## config.mk

```make
export PLATFORM = sky130hd
export DESIGN_NAME = hb_cpu_bridge
export DESIGN_NICKNAME = d
export VERILOG_FILES = /design/src/rtl/hb_pkg.sv /design/src/rtl/hb_reg_bank.sv /design/src/rtl/hb_flags.sv /design/src/rtl/hb_mem_seq.sv /design/src/rtl/hb_cpu_bridge.sv
export SDC_FILE = /design/constraint.sdc
export NUM_CORES = 1
export LEC_CHECK = 0
export ABC_AREA = 1
export BUFFER_PORTS_ARGS = -buffer_cell sky130_fd_sc_hd__buf_4
export CAP_MARGIN = 40
export CORE_AREA = 2 2 123 125
export CTS_BUF_LIST = sky130_fd_sc_hd__clkbuf_16
export CTS_CLUSTER_DIAMETER = 40
export DETAILED_ROUTE_END_ITERATION = 16
export DIE_AREA = 0 0 125 127
export PLACE_DENSITY = 0.75
export SLEW_MARGIN = 20
export SYNTH_ARGS = -nofsm -noshare
export SYNTH_HDL_FRONTEND = slang
export SYNTH_SLANG_ARGS = --single-unit
export TNS_END_PERCENT = 30
```

## constraint.sdc

```tcl
create_clock -name clk -period 1.8 [get_ports clk]
set_input_delay 0 -clock clk [delete_from_list [all_inputs] [get_ports clk]]
set_output_delay 0 -clock clk [all_outputs]
set_load 0.02 [all_outputs]
```

## src/rtl/hb_pkg.sv

```systemverilog
package hb_pkg;
  localparam int HB_DW    = 16;
  localparam int HB_AW    = 16;
  localparam int HB_LANES = HB_DW / 8;

  typedef enum logic [1:0] {
    SQ_IDLE,
    SQ_BUSY,
    SQ_DONE
  } seq_state_t;

  typedef struct packed {
    logic                is_rd;
    logic [HB_AW-1:0]    addr;
    logic [HB_DW-1:0]    wdata;
    logic [HB_LANES-1:0] be_n;
  } mem_cmd_t;
endpackage

```

## src/rtl/hb_reg_bank.sv

```systemverilog
module hb_reg_bank
  import hb_pkg::*;
#(
  parameter int NREG = 8
) (
  input  logic                     clk,
  input  logic                     rst_n,
  input  logic                     we,
  input  logic [$clog2(NREG)-1:0]  idx,
  input  logic [HB_DW-1:0]         wdata,
  input  logic [HB_LANES-1:0]      lane_we,
  input  logic [HB_DW-1:0]         status,
  output logic [HB_DW-1:0]         rdata
);
  localparam int IW = $clog2(NREG);
  localparam logic [IW-1:0] FIRST_RW = IW'(2);

  logic [HB_DW-1:0] regs [NREG];

  always_ff @(posedge clk) begin
    if (!rst_n) begin
      for (int r = 0; r < NREG; r++) regs[r] <= '0;
    end else if (we && idx >= FIRST_RW) begin
      for (int b = 0; b < HB_LANES; b++) begin
        if (lane_we[b]) regs[idx][b*8 +: 8] <= wdata[b*8 +: 8];
      end
    end
  end

  always_comb begin
    if (idx == '0)               rdata = status;
    else if (idx < FIRST_RW)     rdata = '0;
    else                         rdata = regs[idx];
  end

  // a masked lane keeps its old contents
  assert_lane_keep_R2: assert property (@(posedge clk) disable iff (!rst_n)
    (we && idx >= FIRST_RW && !lane_we[0]) |=> $stable(regs[$past(idx)][7:0]));
endmodule

```

## src/rtl/hb_flags.sv

```systemverilog
module hb_flags (
  input  logic clk,
  input  logic rst_n,
  input  logic set_i,
  input  logic clr_i,
  output logic fail_o,
  output logic irq_o
);
  always_ff @(posedge clk) begin
    if (!rst_n) begin
      fail_o <= 1'b0;
      irq_o  <= 1'b0;
    end else if (set_i) begin
      fail_o <= 1'b1;
      irq_o  <= 1'b1;
    end else if (clr_i) begin
      fail_o <= 1'b0;
      irq_o  <= 1'b0;
    end
  end

  assert_fail_sticky_R10: assert property (@(posedge clk) disable iff (!rst_n)
    (fail_o && !clr_i) |=> fail_o);

  assert_flags_clear_R10: assert property (@(posedge clk) disable iff (!rst_n)
    (clr_i && !set_i) |=> (!fail_o && !irq_o));
endmodule

```

## src/rtl/hb_mem_seq.sv

```systemverilog
module hb_mem_seq
  import hb_pkg::*;
#(
  parameter int MIN_RD  = 4,
  parameter int MIN_WR  = 3,
  parameter int TIMEOUT = 16
) (
  input  logic                clk,
  input  logic                rst_n,
  input  logic                start,
  input  logic                hold,
  input  logic                start_rd,
  input  logic [HB_AW-1:0]    addr_i,
  input  logic [HB_DW-1:0]    wdata_i,
  input  logic [HB_LANES-1:0] be_n_i,
  input  logic                gnt_n,
  input  logic                bwait_n,
  input  logic [HB_DW-1:0]    rdata_i,
  output logic                idle,
  output logic                wait_n,
  output logic                req_n,
  output logic                rd_n,
  output logic [HB_LANES-1:0] wr_n,
  output logic [HB_AW-1:0]    addr_o,
  output logic [HB_DW-1:0]    wdata_o,
  output logic                cap,
  output logic [HB_DW-1:0]    cap_data,
  output logic                den_next,
  output logic                expire
);
  localparam int CW = $clog2(TIMEOUT + 1);

  seq_state_t     st, st_nx;
  mem_cmd_t       cmd;
  logic [CW-1:0]  cnt;
  logic [CW-1:0]  need;
  logic           gnt_seen;
  logic           launch;
  logic           complete;

  assign launch   = (st == SQ_IDLE) && start;
  assign need     = cmd.is_rd ? CW'(MIN_RD - 1) : CW'(MIN_WR - 1);
  assign complete = (st == SQ_BUSY) && (gnt_seen || !gnt_n) && bwait_n && (cnt >= need);
  assign expire   = (st == SQ_BUSY) && !complete && (cnt == CW'(TIMEOUT));

  always_comb begin
    st_nx = st;
    unique case (st)
      SQ_IDLE: if (start)               st_nx = SQ_BUSY;
      SQ_BUSY: if (complete || expire)  st_nx = SQ_DONE;
      SQ_DONE: if (!hold)               st_nx = SQ_IDLE;
      default:                          st_nx = SQ_IDLE;
    endcase
  end

  always_ff @(posedge clk) begin
    if (!rst_n) begin
      st       <= SQ_IDLE;
      cnt      <= '0;
      gnt_seen <= 1'b0;
      cmd      <= '0;
      req_n    <= 1'b1;
      rd_n     <= 1'b1;
      wr_n     <= '1;
    end else begin
      st <= st_nx;
      if (launch) begin
        cnt       <= CW'(1);
        gnt_seen  <= 1'b0;
        cmd.is_rd <= start_rd;
        cmd.addr  <= addr_i;
        cmd.wdata <= wdata_i;
        cmd.be_n  <= be_n_i;
        req_n     <= 1'b0;
        rd_n      <= !start_rd;
        wr_n      <= start_rd ? '1 : be_n_i;
      end else if (st == SQ_BUSY) begin
        if (!gnt_n) gnt_seen <= 1'b1;
        if (!gnt_n || complete || expire) req_n <= 1'b1;
        if (complete || expire) begin
          rd_n <= 1'b1;
          wr_n <= '1;
        end else begin
          cnt <= cnt + CW'(1);
        end
      end
    end
  end

  assign idle     = (st == SQ_IDLE);
  assign wait_n   = !(launch || (st == SQ_BUSY));
  assign addr_o   = cmd.addr;
  assign wdata_o  = cmd.wdata;
  assign cap      = (complete || expire) && cmd.is_rd;
  assign cap_data = complete ? rdata_i : '0;
  assign den_next = (st_nx == SQ_DONE) && cmd.is_rd;

  assert_min_wait_R5: assert property (@(posedge clk) disable iff (!rst_n)
    (st == SQ_DONE && $past(st) == SQ_BUSY) |-> ($past(cnt) >= $past(need)));

  assert_req_until_gnt_R7: assert property (@(posedge clk) disable iff (!rst_n)
    (st == SQ_BUSY && !req_n && gnt_n && !complete && !expire) |=> !req_n);

  assert_cmd_stable_R7: assert property (@(posedge clk) disable iff (!rst_n)
    (st == SQ_BUSY && $past(st) == SQ_BUSY) |-> $stable(addr_o));

  assert_timeout_bound_R9: assert property (@(posedge clk) disable iff (!rst_n)
    (st == SQ_BUSY) |-> (cnt <= CW'(TIMEOUT)));
endmodule

```

## src/rtl/hb_cpu_bridge.sv

```systemverilog
module hb_cpu_bridge
  import hb_pkg::*;
#(
  parameter int NREG    = 8,
  parameter int MIN_RD  = 4,
  parameter int MIN_WR  = 3,
  parameter int TIMEOUT = 16
) (
  input  logic                clk,
  input  logic                rst_n,
  input  logic                cpu_cs_n,
  input  logic [HB_LANES-1:0] cpu_wr_n,
  input  logic                cpu_rd_n,
  input  logic                cpu_mem_sel,
  input  logic [HB_AW-1:0]    cpu_addr,
  input  logic [HB_DW-1:0]    cpu_din,
  output logic [HB_DW-1:0]    cpu_dout,
  output logic                cpu_den,
  output logic                cpu_wait_n,
  output logic                mem_req_n,
  input  logic                mem_gnt_n,
  input  logic                mem_wait_n,
  output logic [HB_AW-1:0]    mem_addr,
  output logic [HB_DW-1:0]    mem_wdata,
  input  logic [HB_DW-1:0]    mem_rdata,
  output logic                mem_rd_n,
  output logic [HB_LANES-1:0] mem_wr_n,
  output logic                mem_fail,
  output logic                irq
);
  localparam int IW = $clog2(NREG);
  localparam logic [IW-1:0] CLR_IDX = IW'(1);

  logic                rd_act, wr_act, acc_act;
  logic                reg_rd, reg_wr, mem_go;
  logic [HB_LANES-1:0] lane_we;
  logic [HB_DW-1:0]    reg_rdata, status;
  logic                seq_idle, seq_cap, seq_den_nx, seq_expire;
  logic [HB_DW-1:0]    seq_cap_data;
  logic                flag_clr;

  assign rd_act  = !cpu_cs_n && !cpu_rd_n;
  assign wr_act  = !cpu_cs_n && (cpu_wr_n != '1);
  assign acc_act = rd_act || wr_act;
  assign reg_rd  = rd_act && !cpu_mem_sel && seq_idle;
  assign reg_wr  = wr_act && !cpu_mem_sel && seq_idle;
  assign mem_go  = acc_act && cpu_mem_sel;

  for (genvar b = 0; b < HB_LANES; b++) begin : g_lane
    assign lane_we[b] = !cpu_wr_n[b];
  end

  assign flag_clr = reg_wr && (cpu_addr[IW-1:0] == CLR_IDX);
  assign status   = {{(HB_DW-2){1'b0}}, irq, mem_fail};

  hb_reg_bank #(.NREG(NREG)) u_regs (
    .clk     (clk),
    .rst_n   (rst_n),
    .we      (reg_wr),
    .idx     (cpu_addr[IW-1:0]),
    .wdata   (cpu_din),
    .lane_we (lane_we),
    .status  (status),
    .rdata   (reg_rdata)
  );

  hb_mem_seq #(.MIN_RD(MIN_RD), .MIN_WR(MIN_WR), .TIMEOUT(TIMEOUT)) u_seq (
    .clk      (clk),
    .rst_n    (rst_n),
    .start    (mem_go),
    .hold     (acc_act),
    .start_rd (rd_act),
    .addr_i   (cpu_addr),
    .wdata_i  (cpu_din),
    .be_n_i   (cpu_wr_n),
    .gnt_n    (mem_gnt_n),
    .bwait_n  (mem_wait_n),
    .rdata_i  (mem_rdata),
    .idle     (seq_idle),
    .wait_n   (cpu_wait_n),
    .req_n    (mem_req_n),
    .rd_n     (mem_rd_n),
    .wr_n     (mem_wr_n),
    .addr_o   (mem_addr),
    .wdata_o  (mem_wdata),
    .cap      (seq_cap),
    .cap_data (seq_cap_data),
    .den_next (seq_den_nx),
    .expire   (seq_expire)
  );

  hb_flags u_flags (
    .clk    (clk),
    .rst_n  (rst_n),
    .set_i  (seq_expire),
    .clr_i  (flag_clr),
    .fail_o (mem_fail),
    .irq_o  (irq)
  );

  always_ff @(posedge clk) begin
    if (!rst_n) begin
      cpu_dout <= '0;
      cpu_den  <= 1'b0;
    end else begin
      if (reg_rd)       cpu_dout <= reg_rdata;
      else if (seq_cap) cpu_dout <= seq_cap_data;
      cpu_den <= reg_rd || seq_den_nx;
    end
  end

  assert_den_after_read_R11: assert property (@(posedge clk) disable iff (!rst_n)
    cpu_den |-> $past(rd_act));

  assert_reg_no_wait_R3: assert property (@(posedge clk) disable iff (!rst_n)
    (acc_act && !cpu_mem_sel && seq_idle) |-> cpu_wait_n);

  assert_fail_irq_pair_R9: assert property (@(posedge clk) disable iff (!rst_n)
    $rose(mem_fail) |-> irq);
endmodule

```

# Word level (Yosys, flattened, before mapping)
# Memory sizes are Yosys's and may differ from the RTL's.
# Index checks and enable logic that the tools add are counted.
[totals] regBits=63 ramBits=128 input_bits=57 elab_cells=110 n_memories=1
[classes] n_addsub=1 order_cmp=3 eq_ne=7 muxes=37 bitwise=3 reduce_logical=45
[memory_table] name="u_regs.regs" words=8 word_bits=16 read_ports=1 rd_ports_with_merged_regs=0 wr=8 line_no="hb_reg_bank.sv:18" rtl="logic [HB_DW-1:0] regs [NREG];"
[ops] operator="16-bit two-way mux" count=6
[ops] operator="1-bit two-way mux" count=21
[ops] operator="1-bit logical AND" count=17
[ops] operator="2-bit two-way mux" count=8
[ops] operator="16-bit OR reduction" count=1
[ops] operator="2-bit AND reduction" count=5
[ops] operator="2-bit nonzero test" count=5
[ops] operator="1-bit logical NOT" count=7
[ops] operator="1-bit logical OR" count=7
[ops] operator="2-bit one-hot mux with 3 select lines" count=1
[ops] operator="5-bit by 1-bit adder with 5-bit output, second input constant" count=1
[ops] operator="5-bit equality test, second input constant" count=1
[ops] operator="5-bit by 2-bit >= comparator with 1-bit output" count=1
[ops] operator="2-bit equality test, second input constant" count=2
[ops] operator="3-bit by 1-bit equality test with 1-bit output, second input constant" count=1
[ops] operator="3-bit by 2-bit >= comparator with 1-bit output, second input constant" count=1
[ops] operator="3-bit logical NOT" count=1
[ops] operator="3-bit by 2-bit less-than comparator with 1-bit output, second input constant" count=1
[ops] operator="3-bit two-way mux" count=1
[ops] operator="1-bit NOT" count=3
[ops] operator="2-bit by 1-bit equality test with 1-bit output, second input constant" count=1
[ops] operator="2-bit logical NOT" count=1
[ops] operator="2-bit by 1-bit != test with 1-bit output, second input constant" count=1
[ops] operator="2-bit != test, second input constant" count=1
[ops] operator="2-bit OR reduction" count=1

# Depth between registers and ports, before layout
# Gate-level depths: netlist (run 1).
[depth] depth_word=14 mapped_depth=14 mapped_depth_nobuf=13

# By module
# Synthesis (run 1) repeated with hierarchy kept, for this count alone.
[hier_totals] cells_unflattened=1029 area_unflattened_um2=8219.1
[modules_own_cells] mod="hb_reg_bank" n_inst=1 cells_per_inst=555 area_per_inst_um2=4956.0
[modules_own_cells] mod="hb_mem_seq" n_inst=1 cells_per_inst=309 area_per_inst_um2=2219.6
[modules_own_cells] mod="hb_cpu_bridge" n_inst=1 cells_per_inst=158 area_per_inst_um2=992.2
[modules_own_cells] mod="hb_flags" n_inst=1 cells_per_inst=7 area_per_inst_um2=51.3

# Worst setup path before layout (run 1)
# Ideal clock, no wire load.
[synth_path] path_type="register to register" startpoint="register u_seq.st[1]" endpoint="memory u_regs.regs[2][0] (enable)" setup_time_ns=0.329 arrival_time_ns=1.442 t_required_ns=1.471 slack_ns=0.029 stages_incl_launch_ff=8 cell_sequence="dfxtp_1 nor2_1 inv_2 nor3_2 nand3_2 nor2_4 nand2_2 nand2_1"
[synth_lines] element="start, declared" line_no="hb_mem_seq.sv:33" rtl="seq_state_t st, st_nx;"
[synth_lines] element="start signal, assigned" line_no="hb_mem_seq.sv:66" rtl="st <= st_nx;"
[synth_lines] element="end, declared" line_no="hb_reg_bank.sv:18"

# Worst setup path in the final report (run 1)
[layout_path] startpoint="input cpu_rd_n" endpoint="output cpu_wait_n"
[layout_via] elab_chain_len=7
[layout_lines] element="start, declared" line_no="hb_cpu_bridge.sv:13" rtl="input logic cpu_rd_n,"
[layout_lines] element="1-bit logical NOT" line_no="hb_cpu_bridge.sv:42" rtl="assign rd_act = !cpu_cs_n && !cpu_rd_n;"
[layout_lines] element="1-bit logical AND" line_no="hb_cpu_bridge.sv:42"
[layout_lines] element="1-bit logical OR" line_no="hb_cpu_bridge.sv:44" rtl="assign acc_act = rd_act || wr_act;"
[layout_lines] element="1-bit logical AND" line_no="hb_cpu_bridge.sv:47" rtl="assign mem_go = acc_act && cpu_mem_sel;"
[layout_lines] element="1-bit logical AND" line_no="hb_mem_seq.sv:41" rtl="assign launch = (st == SQ_IDLE) && start;"
[layout_lines] element="1-bit logical OR" line_no="hb_mem_seq.sv:91" rtl="assign wait_n = !(launch || (st == SQ_BUSY));"
[layout_lines] element="1-bit logical NOT" line_no="hb_mem_seq.sv:91"
[layout_lines] element="end, declared" line_no="hb_cpu_bridge.sv:19" rtl="output logic cpu_wait_n,"
# Every way passes these cells.

==> impl_metrics.tcl, run 1 <==
set metrics [dict create \
    crit_path_max_fanout 42 \
    ios 113 \
    grt_pass1_vias 6149 \
    max_freq_mhz 581 \
    wl_per_cell_um 16.4 \
    crit_start "cpu_rd_n" \
    drtAntennaViolNets 0 \
    vdd_drop_max_mv 0.745 \
    ys_ff_latch 159 \
    start_kind "primary input" \
    grt_pass1_wl_mm 31.5 \
    violations "hold timing" \
    clock_latency_ps 430 \
    detailedRoute.firstIterationViolations 575 \
    slew-limit-headroom_pct 66.5 \
    final_cell_mix "193 x nor2_1, 155 x buf_4, 129 x nand2_1, 96 x edfxtp_1, 71 x inv_1" \
    arrival_ps 1720 \
    vias_per_cell 5.27 \
    drv_slew 0 \
    timing.hold.ws_ps -0.325 \
    routed_wl_mm 19.6 \
    end_kind "output pin" \
    grt_remaining_overflow 0 \
    synth_area_sq_um 7310 \
    r2r_start "u_seq.st[0]" \
    die_h_um 127 \
    cp_slowest_cell "dlygate4sd3_1" \
    r2r_end "u_regs.regs[4][7]" \
    dp.cells 1119 \
    postSynthCellCount 848 \
    portBuffers 112 \
    drc_errors 0 \
    initial_core_util_pct 50.7 \
    maxCapViolCount 0 \
    area_delta_synth_final_pct 29.0 \
    gp_congestion 0.858 \
    fin_nets 1056 \
    cts_made_buffers 17 \
    cp.depth 10 \
    numClockSinks 159 \
    r2r_slack_ps 80 \
    critPathTopFamily "buffers and inverters" \
    vias 6283 \
    skew_ps 5.55 \
    antennaDiodeCount 0 \
    cts_tree "done" \
    synth_warnings 0 \
    cp_slowest_stage_delay_ps 540 \
    tightest_slew_ps 503 \
    grt.total_usage_pct 25.4 \
    hold_path_class "in2reg" \
    period_share_pct 95.5 \
    status "finished, violations left" \
    worstSetupPathType "in2out" \
    worstPathCellList "dlygate4sd3_1 -> buf_4 -> nor2_2 -> inv_1 -> nand2_1 -> nand3_2 -> inv_2 -> buf_12 -> nor2_1 -> buf_4" \
    hold_violations 1 \
    root_buffer "clkbuf_16" \
    fin_cells 1193 \
    path_common_cell "buf_4" \
    rows 44 \
    syn_nets 908 \
    post-route-min-period_ps 1720 \
    synth.distinct_cells 27 \
    syn_avg_cell_area_sq_um 8.62 \
    p_per_area_nw_per_um2 910 \
    cp.buffers_inverters 6 \
    dp_hpwl_mm 12.9 \
    cp-endpoint "cpu_wait_n" \
    die_w_um 125 \
    setup_violations 0 \
    grt_max_degree 43 \
    grt_antenna_before_repair 0 \
    reg2regPathDepth 9 \
    core_sq_um 14400 \
    final_common_cell "nor2_1" \
    dieArea_sq_um 15900 \
    drt_pre_antenna_iters 5 \
    layout-drive-gt1-share_pct 23.1 \
    cp.required_ps 1800 \
    p_leak_nw 4.24 \
    setup_tns_ps 0 \
    cts_buffer_depth 2 \
    htreeDepth 4 \
    synth-seq-area-share_pct 56.7 \
    clk_pin_slew_worst_paths_ps 60 \
]
## worst min-delay path, delay by kind of cell
family	cells	cell delay [ps]
buf+inv	2	220
compound gates	1	160
## Yosys cell counts
| master | instances | area, sq um |
|---|---|---|
| clkbuf_1 | 21 | 78.8 |
| inv_2 | 6 | 22.5 |
| nor2_2 | 2 | 12.5 |
| nor2_4 | 2 | 22.5 |
| or2_2 | 1 | 6.26 |
| nor2_1 | 196 | 736 |
| dfxtp_1 | 63 | 1260 |
| buf_2 | 13 | 65.1 |
| nand3_2 | 2 | 20.0 |
| nand3_1 | 16 | 80.1 |
| xor2_1 | 1 | 8.76 |
| ha_1 | 3 | 37.5 |
| buf_4 | 35 | 263 |
| nand3b_1 | 16 | 120 |
| nand2_1 | 143 | 537 |
| xnor2_1 | 1 | 8.76 |
| nand4_1 | 37 | 231 |
| nand2_2 | 14 | 87.6 |
| nor3_1 | 3 | 15.0 |
| nor3_2 | 2 | 20.0 |
| edfxtp_1 | 96 | 2880 |
| buf_1 | 2 | 7.51 |
| o21a_1 | 1 | 7.51 |
| inv_1 | 68 | 255 |
| o21ai_0 | 48 | 240 |
| a21oi_1 | 55 | 275 |
| o21ai_1 | 1 | 5.00 |
## layer usage
layer  routed length (um)  global-route usage, %  up-vias
li1                     -                      -     3038
met1                 8450                   34.4     2936
met2                 9190                   41.1      264
met3                 1470                   5.36       45
met4                  479                   9.02        0
met5                    0                      0        -
## how the worst min path moves through the flow
| stage | cells past startpoint | to | start | slack, ps |
|---|---|---|---|---|
| 2_1_floorplan | 2 | u_seq.wr_n[0] | cpu_wr_n[0] | 150 |
| 3_3_place_gp | 3 | u_seq.addr_o[4] | cpu_addr[4] | 250 |
| 3_5_place_dp | 3 | u_seq.addr_o[5] | cpu_addr[5] | 260 |
| 4_1_cts | 3 | u_seq.wdata_o[15] | cpu_din[15] | 2 |
| 5_1_grt | 3 | u_seq.wdata_o[4] | cpu_din[4] | 30 |
| 6_report | 3 | u_seq.wdata_o[15] | cpu_din[15] | -0.3 |
## cell families after synthesis
kind of cell,count (synthesis),share of synthesized area [%]
AND/OR/NAND/NOR,434,25.8
flip-flops,159,56.7
buffers and inverters,145,9.47
AO/OA/AOI/OAI,105,7.23
adder cells (fa/ha/maj),3,0.514
XOR/XNOR,2,0.240
## sequential cells by signal (all words and copies together) (netlist names), 2 cells and up
name           cells
u_regs.regs       96
u_seq.wr_n         2
u_seq.st           2
cpu_dout          16
u_seq.cnt          5
u_seq.addr_o      16
u_seq.wdata_o     16
## metrics by stage
stage / instance area [sq um] / power (W) / setup WS (ps) / util (%)
finish: 9430 / 0.00858 / 80.1 / 65.3
global route: 9430 / 0.00887 / -46.5 / 65.3
global placement: 8350 / 0.00510 / 25.4 / 57.9
detailed placement: 8350 / 0.00511 / -26.2 / 57.9
floorplan: 7310 / 0.00475 / 28.9 / -
CTS: 9340 / 0.00856 / 2.57 / 64.7
## area by class of cell
class                   instances  area (sq um)
repair buffers                200          1650
multi-input cells             544          2560
clock buffers                  17           425
flip-flops and latches        159          4150
inverters                      74           278
fillers                      1172          5000
clock inverters                15           131
well taps                     184           230
## where the power goes
part / switching (W) / internal, W / total, W
combinational: 0.000627 / 0.000433 / 0.00106
clock: 0.00142 / 0.00201 / 0.00343
sequential: 0.0000752 / 0.00402 / 0.00409
total: 0.00212 / 0.00646 / 0.00858
## timing repair
| item | CTS | global route |
|---|---|---|
| endpoints found under the setup margin | 72 | 132 |
| pin swaps | 0 | 3 |
| buffers inserted | 0 | 1 |
| resized for setup | 9 | 20 |
| endpoints found under the hold margin | 41 | 0 |
| hold buffers | 41 | 0 |
(Power assumes the default switching activity.)
==> inputs of run 2 (changes only) <==
- ABC_AREA: 1 -> default
==> run 2 against run 1 <==
  * Non-clock buffer count increased by 27
  * Via count decreased by 4.5%
  * Final area increased by 5.9%
  * Cell count decreased by 12%
  * Hold slack improved by 45 ps
  * Sequential power decreased by 1%
  * Critical endpoint is now cpu_dout[0]
  * Largest cell class unchanged
  * Flip-flop and latch count unchanged
  * The flow finishes with violations (setup timing)
==> impl_metrics.tcl, run 2 <==
set metrics [dict create \
    r2r_slack_ps -170 \
    reg2regPathDepth 9 \
    switchingPower_w 0.00207 \
    hold_path_class "in2reg" \
    final_cell_mix "162 x buf_4, 96 x edfxtp_1, 95 x nand2_1, 66 x and3_1, 65 x a21oi_1" \
    antennaDiodeCount 0 \
    power.share.clock_pct 42.6 \
    setup_violations 23 \
    arrival_ps 2260 \
    grt_pass1_wl_mm 32.2 \
    cp.required_ps 2100 \
    end_kind "register" \
    top_register "u_regs.regs" \
    drt_pre_antenna_iters 5 \
    cts_tree "done" \
    numClockSinks 159 \
    synth_top_area_share_pct 39.4 \
    dp_hpwl_mm 14.1 \
    violations "setup timing" \
    async_reset_ff_share_pct 0 \
    worstSetupPathType "reg2reg" \
    grt_max_degree 33 \
    htreeDepth 4 \
    pwr-share-seq_pct 45.9 \
    rsz0062_at_grt "yes" \
    post-route-min-period_ps 1970 \
    period_share_pct 109 \
    timing.hold.ws_ps 44.5 \
    p_sw_share_pct 23.4 \
    grt_pass1_vias 5970 \
    dieArea_sq_um 15900 \
    syn_avg_cell_area_sq_um 10.7 \
    vdd_drop_max_mv 0.654 \
    vias_per_cell 5.73 \
    wl_per_cell_um 19.9 \
    detailedRoute.firstIterationViolations 491 \
    drtAntennaViolNets 0 \
    grt_remaining_overflow 0 \
    fin_nets 911 \
    layout-drive-gt1-share_pct 31.9 \
    portBuffers 112 \
    ys.flop_type "edfxtp_1" \
    syn_nets 745 \
    netlist_top_cells_count "96 x edfxtp_1, 96 x nand2_1, 69 x a21oi_1" \
    synth.distinct_cells 53 \
    finalWorstSetupSlack_ps -167 \
    drv_slew 0 \
    r2r_end "cpu_dout[0]" \
    hold_depth 5 \
    start_kind "register" \
    synth.area.top_cells "edfxtp_1 39%, dfxtp_1 17%, and3_1 5.8%" \
    routed_wl_mm 20.8 \
    postSynthCellCount 685 \
    cts_buffer_depth 2 \
    synth_top_area_cell "edfxtp_1" \
    power_w 0.00882 \
    status "finished, violations left" \
    final_area_sq_um 9980 \
    placed_cell_area_sq_um 8620 \
    hold_violations 0 \
    p_per_area_nw_per_um2 884 \
    area_delta_synth_final_pct 36.3 \
    synth_edf_count 96 \
    min_to "u_seq.cnt[4]" \
    final_common_cell "buf_4" \
    p_leak_nw 4.09 \
    die_h_um 127 \
    maxCapViolCount 0 \
    grt_antenna_before_repair 0 \
    crit_path_max_fanout 4 \
    grt.total_usage_pct 26.2 \
    rows 44 \
    core_sq_um 14400 \
    root_buffer "clkbuf_16" \
    largest_reg_flops 96 \
    tightest_slew_ps 547 \
    multi_input_area_sq_um 3000 \
    synth-seq-area-share_pct 56.6 \
    synth_warnings 0 \
    clk_pin_slew_worst_paths_ps 60 \
    skew_ps 7.23 \
    ys_ff_latch 159 \
    ios 113 \
    initial_core_util_pct 50.7 \
    cts_made_buffers 17 \
    clock_latency_ps 430 \
    pwr-share-comb_pct 11.5 \
    hp-start "mem_wait_n" \
    p_int_w 0.00676 \
    gp_congestion 0.910 \
    regArea_sq_um 4150 \
    vias 6000 \
    drc_errors 0 \
    synth_area_sq_um 7320 \
    finish.utilization_pct 69.2 \
    slew-limit-headroom_pct 63.2 \
    max_freq_mhz 508 \
    r2r_start "u_seq.cnt[0]" \
    die_w_um 125 \
    fill_cells 1032 \
]
==> run 2: cell types whose count changed in the layout (fill, tap and decap cells not counted), sizes merged, moves of 13 or more <==
cell    before  now
nand2      157   96
inv         78    6
nand4       37    2
mux2i        0   13
and2         0   38
a21oi       55   69
a211oi       0   22
nand3b      16    1
o21ai       49   14
nor2       200   22
buf        159  177
and3         0   68
a22oi        0   22
==> run 2: worst max-delay path, stage by stage (launching register included) <==
cell and delay, ps:
dfxtp_2 340, inv_2 50, ha_4 200, nand2b_4 140, a2111oi_4 270, buf_4 200, nor2_4 70, a2111oi_2 340
buf_4 180, a211oi_2 50
==> run 2: layout make-up <==
class / count / share of cell area, %
flip-flops and latches: 159 / 41.6
multi-input cells: 441 / 30.1
repair buffers: 227 / 19.6
well taps: 184 / 2.31
inverters: 5 / 0.188
clock inverters: 15 / 1.94
clock buffers: 17 / 4.26
==> run 2: cell families (layout without fill, tap and decap cells) <==
kind of cell               count (synthesis)  after routing  share of synthesized area (%)
AOI/OAI and AO/OA                        147            147                           12.7
adders and majority gates                  3              3                          0.513
xor gates and xnor gates                   4              4                          0.479
muxes                                     21             21                           3.62
DFF                                      159            159                           56.6
buffers and inverters                     86            264                           6.50
and+or+nand+nor                          265            266                           19.5
==> run 2: repair_timing <==
item,in CTS,in global routing
pin swaps,23,5
gates cloned,2,1
gates resized for setup,26,24
setup endpoints to repair,24,96
hold buffers,49,1
setup buffers,1,4
hold endpoints to repair,146,1
==> run 2: power by group through the flow <==
stage          clock network (W)  registers (W)  logic (W)
2_1_floorplan                  0        0.00412   0.000461
3_3_place_gp                   0        0.00412   0.000853
3_5_place_dp                   0        0.00412   0.000880
4_1_cts                  0.00380        0.00405   0.000986
5_1_grt                  0.00396        0.00406    0.00109
6_report                 0.00376        0.00405    0.00102
==> run 2: per-stage QoR <==
step                setup TNS (ps)  instances  setup WS [ps]
CTS                          -2280       1043           -176
detailed placement           -4030        960           -309
finish                       -1600       1048           -167
global route                 -3380       1048           -297
floorplan                    -4250        685           -236
global placement             -2080        960           -184
==> run 2: layer usage <==
layer | wire [um] | vias up | global-route usage [%]
met2 | 10400 | 304 | 43.9
li1 | - | 2785 | -
met5 | 0 | - | 0
met1 | 8250 | 2866 | 34.1
met3 | 1570 | 45 | 4.82
met4 | 549 | 0 | 9.93
==> run 2: how the worst max path moves through the flow <==
stage                 start       endpoint  slack [ps]  cells after the start
2_1_floorplan  u_seq.cnt[0]    cpu_dout[0]        -240                      9
3_3_place_gp   u_seq.cnt[0]    u_seq.req_n        -180                      8
3_5_place_dp   u_seq.cnt[0]  u_seq.wr_n[1]        -310                      8
4_1_cts        u_seq.cnt[0]    cpu_dout[1]        -180                      8
5_1_grt        u_seq.cnt[0]    cpu_dout[0]        -300                      9
6_report       u_seq.cnt[0]    cpu_dout[0]        -170                      9
